==> src/rtl/burst_pkg.sv <==
package burst_pkg;

    localparam int LOW_W = 2;

    typedef logic [LOW_W-1:0] beat_t;

    typedef enum logic {
        ORDER_LINEAR     = 1'b0,
        ORDER_INTERLEAVE = 1'b1
    } burst_order_e;

    typedef struct packed {
        logic load;
        logic step;
    } seq_cmd_t;

    function automatic beat_t beat_low(input beat_t base_lo, input beat_t idx,
                                       input burst_order_e ord);
        beat_t r;
        if (ord == ORDER_INTERLEAVE) r = base_lo ^ idx;
        else                         r = beat_t'(base_lo + idx);
        return r;
    endfunction

    function automatic seq_cmd_t decode_cmd(input logic cap_a, input logic cap_b,
                                            input logic adv_n);
        seq_cmd_t c;
        c.load = cap_a | cap_b;
        c.step = ~(cap_a | cap_b) & ~adv_n;
        return c;
    endfunction

endpackage

==> src/rtl/burst_step_ctr.sv <==
module burst_step_ctr
    import burst_pkg::*;
(
    input  logic     clk,
    input  logic     rst,
    input  seq_cmd_t cmd,
    output beat_t    idx_o
);
    beat_t idx_q;

    always_ff @(posedge clk) begin
        if (rst)           idx_q <= '0;
        else if (cmd.load) idx_q <= '0;
        else if (cmd.step) idx_q <= beat_t'(idx_q + beat_t'(1));
    end

    assign idx_o = idx_q;

    // one advance moves the beat index by exactly one step
    a_r3_step_one: assert property (@(posedge clk) disable iff (rst)
        (!cmd.load && cmd.step) |=> idx_q == beat_t'($past(idx_q) + beat_t'(1)));

    // suspend keeps the beat index
    a_r5_suspend_hold: assert property (@(posedge clk) disable iff (rst)
        (!cmd.load && !cmd.step) |=> $stable(idx_q));

    // a capture restarts the index even with an advance pending
    a_r7_load_restart: assert property (@(posedge clk) disable iff (rst)
        cmd.load |=> idx_q == '0);
endmodule

==> src/rtl/burst_base_reg.sv <==
module burst_base_reg #(
    parameter int ADDR_W = 20
) (
    input  logic              clk,
    input  logic              rst,
    input  logic              load,
    input  logic [ADDR_W-1:0] base_i,
    output logic [ADDR_W-1:0] base_o
);
    logic [ADDR_W-1:0] base_q;

    always_ff @(posedge clk) begin
        if (rst)       base_q <= '0;
        else if (load) base_q <= base_i;
    end

    assign base_o = base_q;

    // a capture registers the presented base
    a_r2_capture: assert property (@(posedge clk) disable iff (rst)
        load |=> base_q == $past(base_i));
endmodule

==> src/rtl/burst_addr_map.sv <==
module burst_addr_map
    import burst_pkg::*;
#(
    parameter int ADDR_W = 20
) (
    input  logic [ADDR_W-1:0] base_i,
    input  beat_t             idx_i,
    input  burst_order_e      order_i,
    output logic [ADDR_W-1:0] addr_o
);
    localparam int HI_W = ADDR_W - LOW_W;

    beat_t low;
    assign low = beat_low(base_i[LOW_W-1:0], idx_i, order_i);

    generate
        if (HI_W > 0) begin : g_upper
            assign addr_o = {base_i[ADDR_W-1:LOW_W], low};
        end else begin : g_low_only
            assign addr_o = low[ADDR_W-1:0];
        end
    endgenerate
endmodule

==> src/rtl/burst_addr_seq.sv <==
module burst_addr_seq
    import burst_pkg::*;
#(
    parameter int ADDR_W = 20
) (
    input  logic              clk,
    input  logic              rst,
    input  logic              cap_a_i,
    input  logic              cap_b_i,
    input  logic [ADDR_W-1:0] base_i,
    input  logic              adv_n_i,
    input  logic              order_i,
    output logic [ADDR_W-1:0] addr_o
);
    seq_cmd_t          cmd;
    beat_t             idx;
    logic [ADDR_W-1:0] base_q;
    burst_order_e      ord;

    assign cmd = decode_cmd(cap_a_i, cap_b_i, adv_n_i);
    assign ord = burst_order_e'(order_i);

    burst_base_reg #(.ADDR_W(ADDR_W)) u_base (
        .clk    (clk),
        .rst    (rst),
        .load   (cmd.load),
        .base_i (base_i),
        .base_o (base_q)
    );

    burst_step_ctr u_ctr (
        .clk   (clk),
        .rst   (rst),
        .cmd   (cmd),
        .idx_o (idx)
    );

    burst_addr_map #(.ADDR_W(ADDR_W)) u_map (
        .base_i  (base_q),
        .idx_i   (idx),
        .order_i (ord),
        .addr_o  (addr_o)
    );

    // upper bits frozen while no capture occurs
    a_r6_upper_frozen: assert property (@(posedge clk) disable iff (rst)
        !cmd.load |=> addr_o[ADDR_W-1:LOW_W] == $past(addr_o[ADDR_W-1:LOW_W]));
endmodule

==> config.mk <==
export PLATFORM = sky130hd
export DESIGN_NAME = burst_addr_seq
export DESIGN_NICKNAME = d
export VERILOG_FILES = /design/src/rtl/burst_pkg.sv /design/src/rtl/burst_step_ctr.sv /design/src/rtl/burst_base_reg.sv /design/src/rtl/burst_addr_map.sv /design/src/rtl/burst_addr_seq.sv
export SDC_FILE = /design/constraint.sdc
export NUM_CORES = 1
export LEC_CHECK = 0
export BUFFER_PORTS_ARGS = -buffer_cell sky130_fd_sc_hd__buf_2
export CAP_MARGIN = 10
export CORE_ASPECT_RATIO = 1.2
export CORE_MARGIN = 5
export CORE_UTILIZATION = 45
export DETAILED_ROUTE_END_ITERATION = 12
export GPL_TIMING_DRIVEN = 0
export PLACE_DENSITY_LB_ADDON = 0.05
export SLEW_MARGIN = 40
export SYNTH_ARGS = -nofsm -noshare
export SYNTH_HDL_FRONTEND = slang
export SYNTH_SLANG_ARGS = --single-unit
==> constraint.sdc <==
create_clock -name clk -period 1.9 [get_ports clk]
set_input_delay 0.19 -clock clk [delete_from_list [all_inputs] [get_ports clk]]
set_output_delay 0.19 -clock clk [all_outputs]
set_load 0.005 [all_outputs]
* Yosys cells after proc, flatten, opt, wreduce, memory -nomap -nowiden
Cells that the tools add are included.
Storage, ports and cells: register bits after elaboration 22, bits in latches 0, RAM bits 0, memory bits (read-only) 0, input port bits 26, output and inout bits 20, word-level logic and storage cells 11, memories 0
Operators by class: $add $sub $neg 2, $mul 0, div/mod/pow operators 0, $lt $le $gt $ge 0, eq/ne operators 0, shift operators 0, multiplexer cells 1, bitwise logic cells 5, reduce and logical (&&, ||, !) cells 1
Operators by type and width (count):
- adder 2 x 1 -> 2 bit (second input constant) | 1
- adder 2 bit | 1
- 2-to-1 mux 2 bit | 1
- NOT 1 bit | 2
- OR reduction 2 bit | 1
- bitwise XOR 2 bit | 1
- bitwise AND 1 bit | 1
- bitwise OR 1 bit | 1

* Longest topological paths before layout
depth after elaboration 3, gate-level depth with buffers 4

* Cells and area by module
From an unflattened synthesis, not the netlist that was laid out.
Second synthesis, totals: cells, all modules 96, area total of the unflattened synthesis 973.4 µm²
By module, submodules not included:
- burst_base_reg | instances 1, cells an instance 64, area an instance 705.7 µm²
- burst_addr_map | instances 1, cells an instance 22, area an instance 171.4 µm²
- burst_step_ctr | instances 1, cells an instance 8, area an instance 85.1 µm²
- burst_addr_seq | instances 1, cells an instance 2, area an instance 11.3 µm²

* Worst setup path before layout
No wires, ideal clock.
path type register -> output, from register u_ctr.idx_q[0], in the netlist u_ctr.idx_o[0], to output addr_o[1], arrival time 0.755 ns, data required time 1.710 ns, slack 0.955 ns, stages on the path, launching flop included 4, path through dfxtp_1 ha_1 nor2b_1 xnor2_1
Between the ends: longest elaborated chain between the ends 2
Ends and longest elaborated chain:
- start, declared | line burst_step_ctr.sv:9 | beat_t idx_q;
- start signal, assigned | line burst_step_ctr.sv:14 | else if (cmd.step) idx_q <= beat_t'(idx_q + beat_t'(1));
- adder 2 bit | line burst_pkg.sv:21 | else r = beat_t'(base_lo + idx);
- 2-to-1 mux 2 bit | line burst_pkg.sv:20 | if (ord == ORDER_INTERLEAVE) r = base_lo ^ idx;
- end, declared | line burst_addr_seq.sv:13 | output logic [ADDR_W-1:0] addr_o
No other way between the ends.

* Final worst setup path
Same ends and word-level chain as after synthesis.

==> metrics.md <==
| Metric | Value |
|---|---|
| Status | completed |
| Utilization after layout | 0.612 |
| Yosys cell types | 14 |
| Top cells by area, synth | dfxtp_1, nand2_1, buf_4 |
| Layout cells sized above 1 | 0.446 |
| Antenna fix cells | 0 |
| Complex-gate fraction of the synthesized area | 0.105 |
| Routed len/inst | 9.68 um |
| Crit Path Max Fanout | 3 |
| Post-layout min period | 1.40 ns |
| Slew HR | 0.691 |
| Mean post-synth cell area | 8.16 um^2 |
| CP arrival | 1.21 ns |
| Largest family of logic cells by synthesized area | simple AND/OR/NAND/NOR gates |
| Crit path required time | 1.71 ns |
| Tot Pwr | 0.905 mW |
| Root Buffer Master | clkbuf_4 |
| Chip width | 52.0 um |
| Clock latency on the worst-skew pair | 0.30 ns |
| Depth of the worst hold-timing path | 2 |
| Fin crit share | 0.737 |
| Core area | 0.00205 mm^2 |
| Worst VDD drop | 0.000526 V |
| Setup Buffers After CTS | 0 |
| Largest net degree at the start of global routing | 13 |
| Ys flop type | dfxtp_1 |
| GRT overflow | 0 |
| Cells after DPL | 192 |
| Post-Route WL | 1.90 mm |
| CTS Buf Count | 3 |
| CTS Buffer Depth | 2 |
| Hold_sp | rst |
| IO Pins | 46 |
| Critical R2R Launch | u_ctr.idx_o[0]$_SDFFE_PP0P_ |
| Peak Freq | 714 MHz |
| DR DRC count | 0 |
| Gp weighted congestion | 0.598 |
| Synth area leader | dfxtp_1 |
| Clk_skew | 0.0000837 ns |
| Initial Util | 0.466 |
| Post-synthesis mux area share | 0 |
| Syn Inst Count | 117 |
| Crit path capture type | output port |
| Pre-CTS WS | 0.833 ns |
| Average vias per placed instance | 4.32 |
| Synth Register Bits | 22 |
| Top cell type's share of synthesized area | 0.461 |
| RSZ-0062 raised after global routing | false |
| Setup WS post-layout | 0.500 ns |
| Dpl hpwl | 1.48 mm |
| Hold Fails Final Rpt | 0 |
| First-pass GRT wire length | 3.07 mm |
| Maxcap violations | 0 |
| Setup violators final | 0 |
| Std-Cell Rows | 18 |
| Synth Area in XOR/XNOR | 0.0275 |
| CTS tree | done |
| Reg2Reg Depth | 3 |
| Worst setup path start | u_ctr.idx_o[0]$_SDFFE_PP0P_ |
| Routed Antenna Nets | 0 |
| Crit-path cells | ha_1 > nor2b_1 > xnor2_1 > buf_2 |
| Synthesized area | 955 um^2 |
| Vias in the first global route | 753 |
| EDFF count, synth | 0 |
| Pwr Density | 722 mW/mm^2 |
| Worst Setup Path Type | reg -> out |
| Worst-margin pin slew | 0.463 ns |
| Critical path's slowest cell | dfxtp_1 |
| Drt pass-1 iters | 3 |
| Synth Area in Adders | 0.0131 |
| Post-synthesis simple-gate area fraction | 0.214 |
| Yosys warnings | 0 |
| Hold Crit Class | in -> reg |
| Overall die area | 0.00315 mm^2 |
| Seq/Total Area, Yosys | 0.461 |
| Port bufs | 45 |
| H-tree levels | 1 |
| P&R area growth vs syn | 31.3% |
| Most common cell in the netlist | nand2_1 |
| Setup crit start kind | flip-flop |
| All-Layer GR Usage | 0.131 |
| R2R Setup Slk | 0.97 ns |
| Leakage | 0.648 nW |
| Syn_nets | 144 |
| Setup TNS | 0 ns |
| CTS sink cnt | 22 |
| Most frequent cells after synthesis | nand2_1, dfxtp_1, a21oi_1, buf_4 |
| Vias | 847 |
| Max incr delay on CP | 0.38 ns |
| DIE HEIGHT | 60.5 um |
| 1st-iter DRT viols | 14 |
| Hold-fix buffers at CTS | 0 |
| Fraction of registers with async set/reset | 0 |
| Initial antenna violation count | 0 |
| Final Max Slew Viols | 0 |
| Nets@finish | 194 |
| Post-CTS sizing | 0 |
| Clock-pin transition on the worst setup and hold timing paths | 0.12 ns |
| Non-filler instance count after layout | 196 |
power breakdown:
part / internal [mW] / switching [mW]
logic: 0.0868 / 0.0623
registers: 0.488 / 0.0129
clock network: 0.117 / 0.138
total: 0.692 / 0.213
state kept, by name (all words and copies together) (netlist names):
| signal | flops |
|---|---|
| u_base.base_o | 20 |
| u_ctr.idx_o | 2 |
layer usage:
layer,up-vias,global-route usage,wire length (um)
met5,-,0,0
met4,0,0.0674,28
met3,4,0.0369,168
met2,28,0.223,947
met1,364,0.150,753
li1,451,-,-
path summary, 6_finish.rpt:
check | endpoint
worst min register to register | u_base.base_o[14]$_SDFFE_PP0P_
worst max register to register | u_ctr.idx_o[1]$_SDFFE_PP0P_
worst max-delay path | addr_o[1]
worst min-delay path | u_ctr.idx_o[1]$_SDFFE_PP0P_
cell usage in the layout (no fill, tap or decap):
master | netlist | routed
buf_2 | 2 | 47
or2_4 | 1 | 1
nor2_1 | 1 | 1
dfxtp_1 | 22 | 22
clkbuf_1 | 2 | 2
buf_6 | 1 | 1
clkbuf_4 | 0 | 3
clkbuf_8 | 0 | 1
buf_4 | 19 | 19
nor3_2 | 1 | 1
nor4_2 | 1 | 1
xnor2_1 | 3 | 3
a21oi_1 | 20 | 20
ha_1 | 1 | 1
nor2b_1 | 3 | 3
nand2_1 | 40 | 40
per-stage QoR:
stage / instance area [um^2] / hold slack (ns)
final: 1250 / 0.102
after global routing: 1250 / 0.0889
after CTS: 1250 / 0.0914
after detailed placement: 1220 / 0.430
after global placement: 1220 / 0.416
after floorplan: 955 / 0.260
final cells by class:
type                            instances  area (um^2)
Tap cell                               30         37.5
Sequential cell                        22          440
Clock buffer                            4         36.3
Timing Repair Buffer                   45          225
Multi-Input combinational cell         71          343
Fill cell                             212          796
Buffer                                 24          171
cell families (layout without fill, tap and decap cells):
| kind of cell | count (synthesis) | count (layout) |
|---|---|---|
| compound gates | 20 | 20 |
| simple gates | 47 | 47 |
| fa+ha+maj | 1 | 1 |
| buf+inv | 24 | 73 |
| xor+xnor | 3 | 3 |
| flops | 22 | 22 |
worst max-delay path: cells and delay by family, from the launching register on:
family	cells	cell delay (ns)
buffers and inverters	1	0.12
adder cells (fa/ha/maj)	1	0.14
XOR/XNOR	1	0.12
flip-flops	1	0.38
AND/OR/NAND/NOR	1	0.14
(Power assumes the default switching activity.)
